File: src/rtl/acc_arith_pkg.sv
package acc_arith_pkg;

    typedef enum logic [1:0] {
        OP_INC  = 2'b00,
        OP_ADD  = 2'b01,
        OP_ADC  = 2'b10,
        OP_RSVD = 2'b11
    } arith_op_e;

    typedef enum logic {
        ST_IDLE = 1'b0,
        ST_EMIT = 1'b1
    } emit_state_e;

    localparam int FLAG_W  = 8;
    localparam int FLG_C   = 0;
    localparam int FLG_N   = 1;
    localparam int FLG_PV  = 2;
    localparam int FLG_R3  = 3;
    localparam int FLG_H   = 4;
    localparam int FLG_R5  = 5;
    localparam int FLG_Z   = 6;
    localparam int FLG_S   = 7;

endpackage

File: src/rtl/acc_ripple_add.sv
module acc_ripple_add #(
    parameter int DATA_W = 8
) (
    input  logic [DATA_W-1:0] a,
    input  logic [DATA_W-1:0] b,
    input  logic              cin,
    output logic [DATA_W-1:0] sum,
    output logic              c_half,
    output logic              c_into_msb,
    output logic              c_out
);
    localparam int HALF_W = DATA_W / 2;

    logic [DATA_W:0] carry;

    assign carry[0] = cin;

    for (genvar i = 0; i < DATA_W; i++) begin : g_bit
        assign sum[i]     = a[i] ^ b[i] ^ carry[i];
        assign carry[i+1] = (a[i] & b[i]) | (carry[i] & (a[i] ^ b[i]));
    end

    assign c_half     = carry[HALF_W];
    assign c_into_msb = carry[DATA_W-1];
    assign c_out      = carry[DATA_W];

endmodule

File: src/rtl/acc_flag_gen.sv
module acc_flag_gen
    import acc_arith_pkg::*;
#(
    parameter int DATA_W = 8
) (
    input  arith_op_e            op,
    input  logic [DATA_W-1:0]    sum,
    input  logic                 c_half,
    input  logic                 c_into_msb,
    input  logic                 c_out,
    input  logic                 carry_keep,
    output logic [FLAG_W-1:0]    flags
);
    localparam int HALF_W = DATA_W / 2;

    logic half_f;
    logic ovf_f;
    logic carry_f;

    always_comb begin
        unique case (op)
            OP_INC: begin
                half_f  = (sum[HALF_W-1:0] == '0);
                ovf_f   = sum[DATA_W-1] & (sum[DATA_W-2:0] == '0);
                carry_f = carry_keep;
            end
            OP_ADD, OP_ADC: begin
                half_f  = c_half;
                ovf_f   = c_into_msb ^ c_out;
                carry_f = c_out;
            end
            OP_RSVD: begin
                half_f  = 1'b0;
                ovf_f   = 1'b0;
                carry_f = carry_keep;
            end
        endcase
    end

    always_comb begin
        flags         = '0;
        flags[FLG_S]  = sum[DATA_W-1];
        flags[FLG_Z]  = (sum == '0);
        flags[FLG_R5] = sum[5];
        flags[FLG_H]  = half_f;
        flags[FLG_R3] = sum[3];
        flags[FLG_PV] = ovf_f;
        flags[FLG_N]  = 1'b0;
        flags[FLG_C]  = carry_f;
    end

endmodule

File: src/rtl/acc_emit_ctrl.sv
module acc_emit_ctrl
    import acc_arith_pkg::*;
(
    input  logic      clk,
    input  logic      rst_n,
    input  logic      in_valid,
    input  arith_op_e op,
    output logic      accept,
    output logic      emit
);
    emit_state_e state_q;
    emit_state_e state_d;

    assign accept = in_valid && (op != OP_RSVD);

    always_ff @(posedge clk) begin
        if (!rst_n) begin
            state_q <= ST_IDLE;
        end else begin
            state_q <= state_d;
        end
    end

    always_comb begin
        unique case (state_q)
            ST_IDLE: state_d = accept ? ST_EMIT : ST_IDLE;
            ST_EMIT: state_d = accept ? ST_EMIT : ST_IDLE;
        endcase
    end

    assign emit = (state_q == ST_EMIT);

endmodule

File: src/rtl/acc_arith_unit.sv
module acc_arith_unit
    import acc_arith_pkg::*;
#(
    parameter int DATA_W = 8
) (
    input  logic              clk,
    input  logic              rst_n,
    input  logic              in_valid,
    input  logic [1:0]        op,
    input  logic [DATA_W-1:0] opa,
    input  logic [DATA_W-1:0] opb,
    input  logic [FLAG_W-1:0] flags_in,
    output logic              out_valid,
    output logic [DATA_W-1:0] result,
    output logic [FLAG_W-1:0] flags_out
);
    arith_op_e         op_e;
    logic [DATA_W-1:0] addend;
    logic              cin;
    logic [DATA_W-1:0] sum;
    logic              c_half;
    logic              c_into_msb;
    logic              c_out;
    logic [FLAG_W-1:0] flags_d;
    logic              accept;

    assign op_e   = arith_op_e'(op);
    assign addend = (op_e == OP_INC) ? DATA_W'(1) : opb;
    assign cin    = (op_e == OP_ADC) ? flags_in[FLG_C] : 1'b0;

    acc_ripple_add #(.DATA_W(DATA_W)) add_i (
        .a          (opa),
        .b          (addend),
        .cin        (cin),
        .sum        (sum),
        .c_half     (c_half),
        .c_into_msb (c_into_msb),
        .c_out      (c_out)
    );

    acc_flag_gen #(.DATA_W(DATA_W)) flag_i (
        .op         (op_e),
        .sum        (sum),
        .c_half     (c_half),
        .c_into_msb (c_into_msb),
        .c_out      (c_out),
        .carry_keep (flags_in[FLG_C]),
        .flags      (flags_d)
    );

    acc_emit_ctrl ctrl_i (
        .clk      (clk),
        .rst_n    (rst_n),
        .in_valid (in_valid),
        .op       (op_e),
        .accept   (accept),
        .emit     (out_valid)
    );

    always_ff @(posedge clk) begin
        if (!rst_n) begin
            result    <= '0;
            flags_out <= '0;
        end else if (accept) begin
            result    <= sum;
            flags_out <= flags_d;
        end
    end

endmodule

File: config.mk
export PLATFORM = sky130hd
export DESIGN_NAME = acc_arith_unit
export DESIGN_NICKNAME = d
export VERILOG_FILES = /design/src/rtl/acc_arith_pkg.sv /design/src/rtl/acc_ripple_add.sv /design/src/rtl/acc_flag_gen.sv /design/src/rtl/acc_emit_ctrl.sv /design/src/rtl/acc_arith_unit.sv
export SDC_FILE = /design/constraint.sdc
export NUM_CORES = 1
export LEC_CHECK = 0
export ABC_AREA = 1
export CELL_PAD_IN_SITES_DETAIL_PLACEMENT = 0
export CELL_PAD_IN_SITES_GLOBAL_PLACEMENT = 1
export CORE_MARGIN = 3
export CORE_UTILIZATION = 28
export DETAILED_ROUTE_END_ITERATION = 16
export GPL_TIMING_DRIVEN = 1
export HOLD_SLACK_MARGIN = 0.12
export PLACE_DENSITY = 0.87
export SYNTH_ARGS = -nofsm -noshare
export SYNTH_HDL_FRONTEND = slang
export SYNTH_SLANG_ARGS = --single-unit
File: constraint.sdc
create_clock -name clk -period 11.2 [get_ports clk]
set_input_delay 2.24 -clock clk [delete_from_list [all_inputs] [get_ports clk]]
set_output_delay 2.24 -clock clk [all_outputs]
set_load 0.05 [all_outputs]
== Word-level counts from Yosys, hierarchy flattened ==
Index checks and enable logic that the tools add are counted.

* Reduce and logical (&&, ||, !) cells: 7
* Eq/ne operators: 4
* Multiplexer cells: 6
* Bitwise gates (word level): 42

{| class="wikitable"
|+ Operator list
! operator !! number
|-
| $and A1 B1 Y1 || 17
|-
| $xor A1 B1 Y1 || 17
|-
| $logic_not A8 Y1 || 1
|-
| $mux W8 || 1
|-
| $or A1 B1 Y1 || 8
|-
| $logic_not A7 Y1 || 1
|-
| $pmux W1 S3 || 2
|-
| $eq A2 B2 Y1 const B || 2
|-
| $logic_not A4 Y1 || 1
|-
| $reduce_or A2 Y1 || 2
|-
| $eq A2 B1 Y1 const B || 1
|-
| $logic_not A2 Y1 || 1
|-
| $mux W1 || 2
|-
| $ne A2 B2 Y1 const B || 1
|-
| $pmux W1 S2 || 1
|-
| $logic_and A1 B1 Y1 || 1
|}

* Word-level logic and storage cells: 62
* Flip-flop bits (word level): 16
* Input port bits: 29

== Depth between registers and ports, before layout ==
Gate-level depths: netlist of run 1.

* Depth in word-level cells: 21
* Depth in mapped cells: 21

== Hierarchy ==
From an unflattened synthesis of run 1, not the netlist that was laid out.

* Cell total of the unflattened synthesis: 185
* Area total of the unflattened synthesis: 1188.6 um^2

{| class="wikitable"
|+ By module, submodules not included
! module !! sequential area each (um^2) !! area an instance (um^2) !! cells each !! times used
|-
| acc_arith_unit || 320.3 || 747.0 || 119 || 1
|-
| acc_ripple_add || 0.0 || 231.5 || 27 || 1
|-
| acc_flag_gen || 0.0 || 166.4 || 33 || 1
|-
| acc_emit_ctrl || 20.0 || 43.8 || 6 || 1
|}

== Worst setup path before layout of run 1 ==
OpenSTA, ideal clock, no wires.

* Kind: input-to-reg
* Start: input op[0]
* End: register flags_out[6]
* Library setup time: 0.070 ns
* Arrival: 5.652 ns
* Cell stages on the path: 19
* Path slack: 5.478 ns
* Required time: 11.130 ns
* Path through: inv_1 > ha_1 > nor2_1 > fa_1 > fa_1 > inv_1 > fa_1 > inv_1 > fa_1 > fa_1 > inv_1 > fa_1 > fa_1 > inv_1 > fa_1 > nand3_1 > nor2_1 > nand2_1 > a21oi_1

* Word-level cells in the longest chain between the ends: 19
* Elaborated cells on any way between the ends: 44
* Those cells by class: 2 x eq/ne; 2 x mux; 37 x bitwise; 3 x reduce/logical

{| class="wikitable"
|+ Ends and longest elaborated chain
! item !! line !! RTL
|-
| start, declared || acc_arith_unit.sv:9 || <nowiki>input logic [1:0] op,</nowiki>
|-
| $logic_not A2 Y1 || acc_arith_unit.sv:28 || <nowiki>assign addend = (op_e == OP_INC) ? DATA_W'(1) : opb;</nowiki>
|-
| $mux W8 || acc_arith_unit.sv:28 ||
|-
| $xor A1 B1 Y1 || acc_ripple_add.sv:19, acc_ripple_add.sv:20 ||
|-
| $and A1 B1 Y1 || acc_ripple_add.sv:20 || <nowiki>assign carry[i+1] = (a[i] & b[i]) | (carry[i] & (a[i] ^ b[i]));</nowiki>
|-
| $or A1 B1 Y1 || acc_ripple_add.sv:20 ||
|-
| $and A1 B1 Y1 || acc_ripple_add.sv:20 ||
|-
| $or A1 B1 Y1 || acc_ripple_add.sv:20 ||
|-
| $and A1 B1 Y1 || acc_ripple_add.sv:20 ||
|-
| [3 not listed] || n/a ||
|-
| $and A1 B1 Y1 || acc_ripple_add.sv:20 ||
|-
| $or A1 B1 Y1 || acc_ripple_add.sv:20 ||
|-
| $and A1 B1 Y1 || acc_ripple_add.sv:20 ||
|-
| $or A1 B1 Y1 || acc_ripple_add.sv:20 ||
|-
| $and A1 B1 Y1 || acc_ripple_add.sv:20 ||
|-
| $or A1 B1 Y1 || acc_ripple_add.sv:20 ||
|-
| $xor A1 B1 Y1 || acc_ripple_add.sv:19 || <nowiki>assign sum[i] = a[i] ^ b[i] ^ carry[i];</nowiki>
|-
| $logic_not A8 Y1 || acc_flag_gen.sv:43 || <nowiki>flags[FLG_Z] = (sum == '0);</nowiki>
|-
| end signal, assigned || acc_arith_unit.sv:66 || <nowiki>flags_out <= flags_d;</nowiki>
|-
| end, declared || acc_arith_unit.sv:15 || <nowiki>output logic [FLAG_W-1:0] flags_out</nowiki>
|}

Several ways; a longest one is shown, not always the timed one.
A chain may end at the register's enable or synchronous reset.

== Worst setup path in the final report of run 1 ==
* Start: input op[1]
* End: register flags_out[6]

The elaborated chain is that of the path after synthesis.

==> reports/metrics.csv, run 1 <==
metric,value,unit
Critical Path Most Common Cell,fa_1,
Max clock buf depth,2,
total negative setup slack,0,ns
Buffers on Ports,37,
"Cell Area, Synth",872,sq um
CTS Buf Count,3,
cell area after layout,1260,sq um
Critical Path Sink Type,flop,
CTS tree,yes,
count of unique library cells instantiated by Yosys,20,
post-synthesis xor/xnor area fraction,0,%
Skew-Pair Late Insertion Delay,0.28,ns
root buf cell,clkbuf_4,
drt total wl,1.96,mm
RSZ-0062 raised after global routing,false,
grt ovf,0,
crit path DAT,6.44,ns
wire per inst,10.9,um
worst-margin pin slew,0.509,ns
"CP delay by family, top",adder cells,
crit-path max FO,7,
DRC errors left,0,
slowest cell on the critical path,fa_1,
final setup vio count,0,
Post-DP Area,1230,sq um
Total GRT Usage,11.4,%
Synthesis Warnings,0,
type of origin of the critical path,input pin,
cts-stage hold buffer count,0,
post_cts resized,0,
crit share post-route,55.5,%
HPWL Detailed,1.71,mm
area growth from synthesis to layout,44.5,%
Ports,46,
largest family of logic cells by synthesized area,adder cells,
clock skew,0,ns
max_cap viols,0,
vias in the first global route,756,
FMAX,161,MHz
outcome,completed,
Clock Sinks,13,
most frequent cells in the layout,"37 x clkdlybuf4s50_1, 24 x inv_1, 18 x nor2_1",
overall power,145,uW
antenna cell count,0,
maximum vdd ir drop,0.0392,mV
largest net degree at the start of global routing,20,
Die W,61.8,um
initial core utilization,30.6,%
Worst Slack Setup Final,4.98,ns
first-pass GRT wire length,3.25,mm
via count,792,
clk slew on worst S/H paths,0.09,ns
DRT iter0 DRCs,28,
Synth Area in Compound Gates,12.9,%
drt pass-1 iters,4,
mux contribution to synthesized area,0,%
Post-CTS Setup Bufs,0,
Synth Instances,113,
critical path class,in -> reg,
"most common cell after layout, fill and taps aside",clkdlybuf4s50_1,
leakage power,0.000576,uW
Vias/cell,4.42,
H-tree lvl count,1,
initial antenna violation count,0,
Buf/Inv on CP,6,
Placement Setup Slack,4.64,ns
Post-Synth Adder-Cell Area,22.7,%
GP Congestion,0.712,
nets,189,
DRT antenna net count,0,
Die Span Y,61.8,um
register area share after synthesis,29.8,%
Yosys reg bits,13,
post-synthesis net count,153,
crit-path cells,clkdlybuf4s50_1 -> inv_1 -> ha_1 -> nor2_1 -> fa_1 -> fa_1 -> inv_1 -> fa_1 -> inv_1 -> fa_1 -> fa_1 -> inv_1 -> fa_1 -> fa_1 -> inv_1 -> fa_1 -> nand3_1 -> nor2_1 -> nand2_1 -> a21oi_1,
crit-path max cell delay,0.53,ns
total core area,2850,sq um
FP Rows,19,
Mean Syn Cell Area,7.72,sq um
die area,3820,sq um
count of pins over their slew limit,0,
slew margin rel.,65.9,%
Pwr Density,115,nW/um^2
share of cells above drive strength 1,5.41,%
Tightest Hold Check Type,reg -> reg,
WP data required,11.42,ns
final worst path period need,6.22,ns
Simple-Gate Fraction of Synth Area,18.2,%
Fin. Hold Viols,0,
==> cells in the mapped netlist <==
library cell	count	area [sq um]
o21ai_1	2	10.0
a31oi_1	1	6.26
clkbuf_4	1	7.51
buf_4	4	30.0
buf_6	1	11.3
nor2_1	18	67.6
fa_1	8	160
a21oi_2	1	8.76
ha_1	3	37.5
nand3_1	3	15.0
nand2_1	14	52.6
conb_1	1	3.75
inv_1	24	90.1
dfxtp_1	13	260
a21oi_1	7	35.0
o21ai_0	7	35.0
nor3_1	1	5.00
nor2_4	1	11.3
o21ai_2	2	17.5
nand3b_1	1	7.51
==> layout make-up <==
cell class,count,area (sq um)
Clock buffer,3,22.5
Multi-Input combinational cell,70,473
Clock inverter,1,5.00
Inverter,24,90.1
Timing Repair Buffer,37,370
Sequential cell,13,260
Tap cell,31,38.8
Fill cell,304,1590
==> cell families after synthesis <==
kind of cell / count (synthesis)
compound gates: 20
fa+ha+maj: 11
buf+inv: 30
flops: 13
other cells: 1
simple gates: 38
==> power breakdown <==
part	total, uW	switching, uW	leakage, uW	internal, uW
Clock	29.5	16.3	0.0000177	13.2
Sequential	52.2	2.09	0.000108	50.1
Combinational	62.9	37.8	0.000450	25.1
Total	145	56.2	0.000576	88.4
==> sequential cells by signal, indices dropped and copies added, names as in the netlist <==
register / count
ctrl_i.emit: 1
flags_out: 4
result: 8
==> stage by stage <==
step	cells	utilization [%]	hold WS, ns
3_3_place_gp	175	43.2	0.455
3_5_place_dp	175	43.2	0.471
5_1_grt	179	44.2	0.500
6_report	179	44.2	0.484
2_1_floorplan	113	-	0.684
4_1_cts	179	44.2	0.485
==> worst paths after layout <==
check | slack [ns] | depth (start not counted) | startpoint | endpoint
min reg2reg | 0.48 | 2 | flags_out[6] | flags_out[6]
max reg2reg | 10.52 | 2 | flags_out[0] | flags_out[0]
max | 4.98 | 20 | op[1] | flags_out[6]
min | 0.48 | 2 | flags_out[6] | flags_out[6]
==> routing by layer <==
metal	up-vias	track usage [%]	wire, um
li1	410	-	-
met1	356	14.7	855
met2	24	18.7	998
met3	2	1.24	93
met4	0	6.36	8
met5	-	0	0
==> tightest hold or removal path: stages, from the launching register on <==
cell and delay (ns):
dfxtp_1 0.33, nand2_1 0.06, a21oi_1 0.06
(Power assumes the default switching activity.)
==> inputs of run 2 (changes only) <==
--- a/config.mk
+++ b/config.mk
@@ -9,11 +9,11 @@
 export CELL_PAD_IN_SITES_DETAIL_PLACEMENT = 0
 export CELL_PAD_IN_SITES_GLOBAL_PLACEMENT = 1
 export CORE_MARGIN = 3
-export CORE_UTILIZATION = 28
+export CORE_UTILIZATION = 24
 export DETAILED_ROUTE_END_ITERATION = 16
 export GPL_TIMING_DRIVEN = 1
 export HOLD_SLACK_MARGIN = 0.12
-export PLACE_DENSITY = 0.87
+export PLACE_DENSITY = 0.79
 export SYNTH_ARGS = -nofsm -noshare
 export SYNTH_HDL_FRONTEND = slang
 export SYNTH_SLANG_ARGS = --single-unit
==> constraint.sdc (replaced) <==
create_clock -name clk -period 5.6 [get_ports clk]
set_input_delay 1.12 -clock clk [delete_from_list [all_inputs] [get_ports clk]]
set_output_delay 1.12 -clock clk [all_outputs]
set_load 0.05 [all_outputs]
==> reports/metrics.csv, run 2 (synthesis gave the netlist of run 1 again) <==
metric,value,unit,change
outcome,completed,,
FMAX,199,MHz,
Skew-Pair Late Insertion Delay,0.27,ns,about the same
type of origin of the critical path,input pin,,
filler instances,362,,+19%
drt total wl,1.94,mm,-1.0%
hold path cells,2,,unchanged
cts-stage hold buffer count,0,,unchanged
"most common cell after layout, fill and taps aside",clkdlybuf4s50_1,,
worst-margin pin slew,0.498,ns,-0.0117 ns
WP data required,5.81,ns,-5.61 ns
post_cts resized,0,,unchanged
Post-CTS Setup Bufs,0,,unchanged
Die Span Y,66.3,um,+7.2%
area growth from synthesis to layout,47.3,%,
Ports,46,,unchanged
RR Endpoint,result[7],,
H-tree lvl count,1,,unchanged
critical path class,in -> reg,,
wire per inst,9.93,um,-9.1%
R2R setup slack,4.93,ns,-5.59 ns
r2r worst-path depth,2,,unchanged
CTS tree,yes,,
DRT antenna net count,0,,unchanged
Total GRT Usage,9.23,%,-2.2 points
area taken by multi-input logic gates,473,sq um,unchanged
share of cells above drive strength 1,5.37,%,-0.036 points
worst reg2reg startpoint,result[7],,
slowest cell on the critical path,fa_1,,
clk slew on worst S/H paths,0.08,ns,about the same
drt pass-1 iters,4,,unchanged
Clock Sinks,13,,unchanged
die area,4390,sq um,+15%
root buf cell,clkbuf_4,,
total core area,3420,sq um,+20%
Top reg by flops,result,,
max_cap viols,0,,unchanged
Pwr Density,225,nW/um^2,+96%
leakage power,0.000578,uW,+0.42%
Hold Startpoint,flags_out[6],,
vias in the first global route,752,,-0.53%
maximum vdd ir drop,0.0563,mV,+44%
Critical Path Sink Type,flop,,
GP Congestion,0.798,,+12%
final setup vio count,0,,unchanged
final worst path period need,5.04,ns,
Layout Cells excl Fill,195,,+8.9%
cell count after placement,191,,+9.1%
DRT iter0 DRCs,48,,+71%
Tightest Hold Check Type,reg -> reg,,
total negative setup slack,0,ns,unchanged
RSZ-0062 raised after global routing,false,,
max FFs per register,8,,unchanged
count of pins over their slew limit,0,,unchanged
via count,765,,-3.4%
FP Rows,21,,+2
Buffers on Ports,37,,unchanged
slew margin rel.,66.7,%,+0.78 points
Die W,66.3,um,+7.2%
grt ovf,0,,unchanged
antenna cell count,0,,unchanged
DRC errors left,0,,unchanged
CTS Buf Count,3,,unchanged
first-pass GRT wire length,3.11,mm,-4.4%
Fin. Hold Viols,0,,unchanged
nets,190,,+0.53%
largest net degree at the start of global routing,20,,unchanged
Vias/cell,3.92,,-11%
crit-path cells,clkdlybuf4s50_1 -> inv_1 -> ha_1 -> nor2_1 -> fa_1 -> fa_1 -> inv_1 -> fa_1 -> inv_1 -> fa_1 -> fa_1 -> inv_1 -> fa_1 -> fa_1 -> inv_1 -> fa_1 -> nand3_1 -> nor2_1 -> nand2_1 -> a21oi_1,,
most frequent cells in the layout,"37 x clkdlybuf4s50_1, 24 x inv_1, 18 x nor2_1",,
Critical Path Most Common Cell,fa_1,,
FF+latch area,260,sq um,unchanged
crit-path max FO,3,,-4
crit share post-route,90.0,%,
clock skew,0,ns,unchanged
Max clock buf depth,2,,unchanged
worst hold endpoint,flags_out[6],,
HPWL Detailed,1.66,mm,-3.0%
initial core utilization,25.5,%,-5.0 points
initial antenna violation count,0,,unchanged
crit path DAT,5.25,ns,-1.19 ns
crit-path max cell delay,0.54,ns,about the same
==> run 2: cell types whose count changed in the layout (fill, tap and decap cells not counted), sizes merged <==
cell,before,now
buf,0,1
clkbuf,3,4
clkinv,1,0
==> run 2: critical path: cells and delay by family <==
kind / cells / cell delay, ns
adder cells (fa/ha/maj): 9 / 2.79
AND/OR/NAND/NOR: 4 / 0.38
buffers and inverters: 6 / 0.82
AO/OA/AOI/OAI: 1 / 0.12
==> run 2: worst max-delay path by stage <==
stage	from	slack, ns	end	cells past startpoint
final	op[0]	0.56	flags_out[6]	20
after global routing	op[1]	0.28	flags_out[6]	20
after CTS	op[1]	0.53	flags_out[6]	20
after detailed placement	op[1]	0.27	flags_out[6]	20
after global placement	op[0]	0.38	flags_out[6]	20
after floorplan	op[0]	1.0	flags_out[6]	19
==> run 2: metrics by stage <==
step / setup WS [ns] / cell area, sq um / hold slack (ns) / power, uW / util (%)
finish: 0.563 / 1280 / 0.477 / 289 / 37.6
global route: 0.278 / 1280 / 0.515 / 308 / 37.6
CTS: 0.528 / 1280 / 0.479 / 292 / 37.6
detailed placement: 0.266 / 1260 / 0.467 / 234 / 36.8
global placement: 0.383 / 1260 / 0.457 / 233 / 36.8
floorplan: 0.998 / 872 / 0.684 / 192 / -
==> run 2: area by class of cell <==
type,instances,area share [%]
sequential,13,20.3
inverter,24,7.01
clock buffer,4,2.04
multi-input combinational,70,36.8
tap,46,4.48
timing repair buffer,38,29.4
==> run 2: layer usage <==
| metal | track usage [%] | vias to the layer above | part of all wire (%) |
|---|---|---|---|
| met5 | 0 | - | 0 |
| met4 | 3.81 | 0 | 0.21 |
| met3 | 2.21 | 2 | 6.9 |
| met2 | 16.2 | 22 | 50 |
| met1 | 10.5 | 331 | 43 |
| li1 | - | 410 | - |
==> run 2: report_power, final <==
| group | internal, uW | total (uW) | switching, uW |
|---|---|---|---|
| combinational | 50.6 | 127 | 76.1 |
| clock | 27.6 | 57.7 | 30.1 |
| sequential | 100 | 104 | 4.14 |
==> inputs of run 3 (changes only) <==
--- a/config.mk
+++ b/config.mk
@@ -6,6 +6,7 @@
 export NUM_CORES = 1
 export LEC_CHECK = 0
 export ABC_AREA = 1
+export CAP_MARGIN = 5
 export CELL_PAD_IN_SITES_DETAIL_PLACEMENT = 0
 export CELL_PAD_IN_SITES_GLOBAL_PLACEMENT = 1
 export CORE_MARGIN = 3
==> results of run 3 <==
Same layout as run 2: the final DEF is identical, and so are final timing and power.
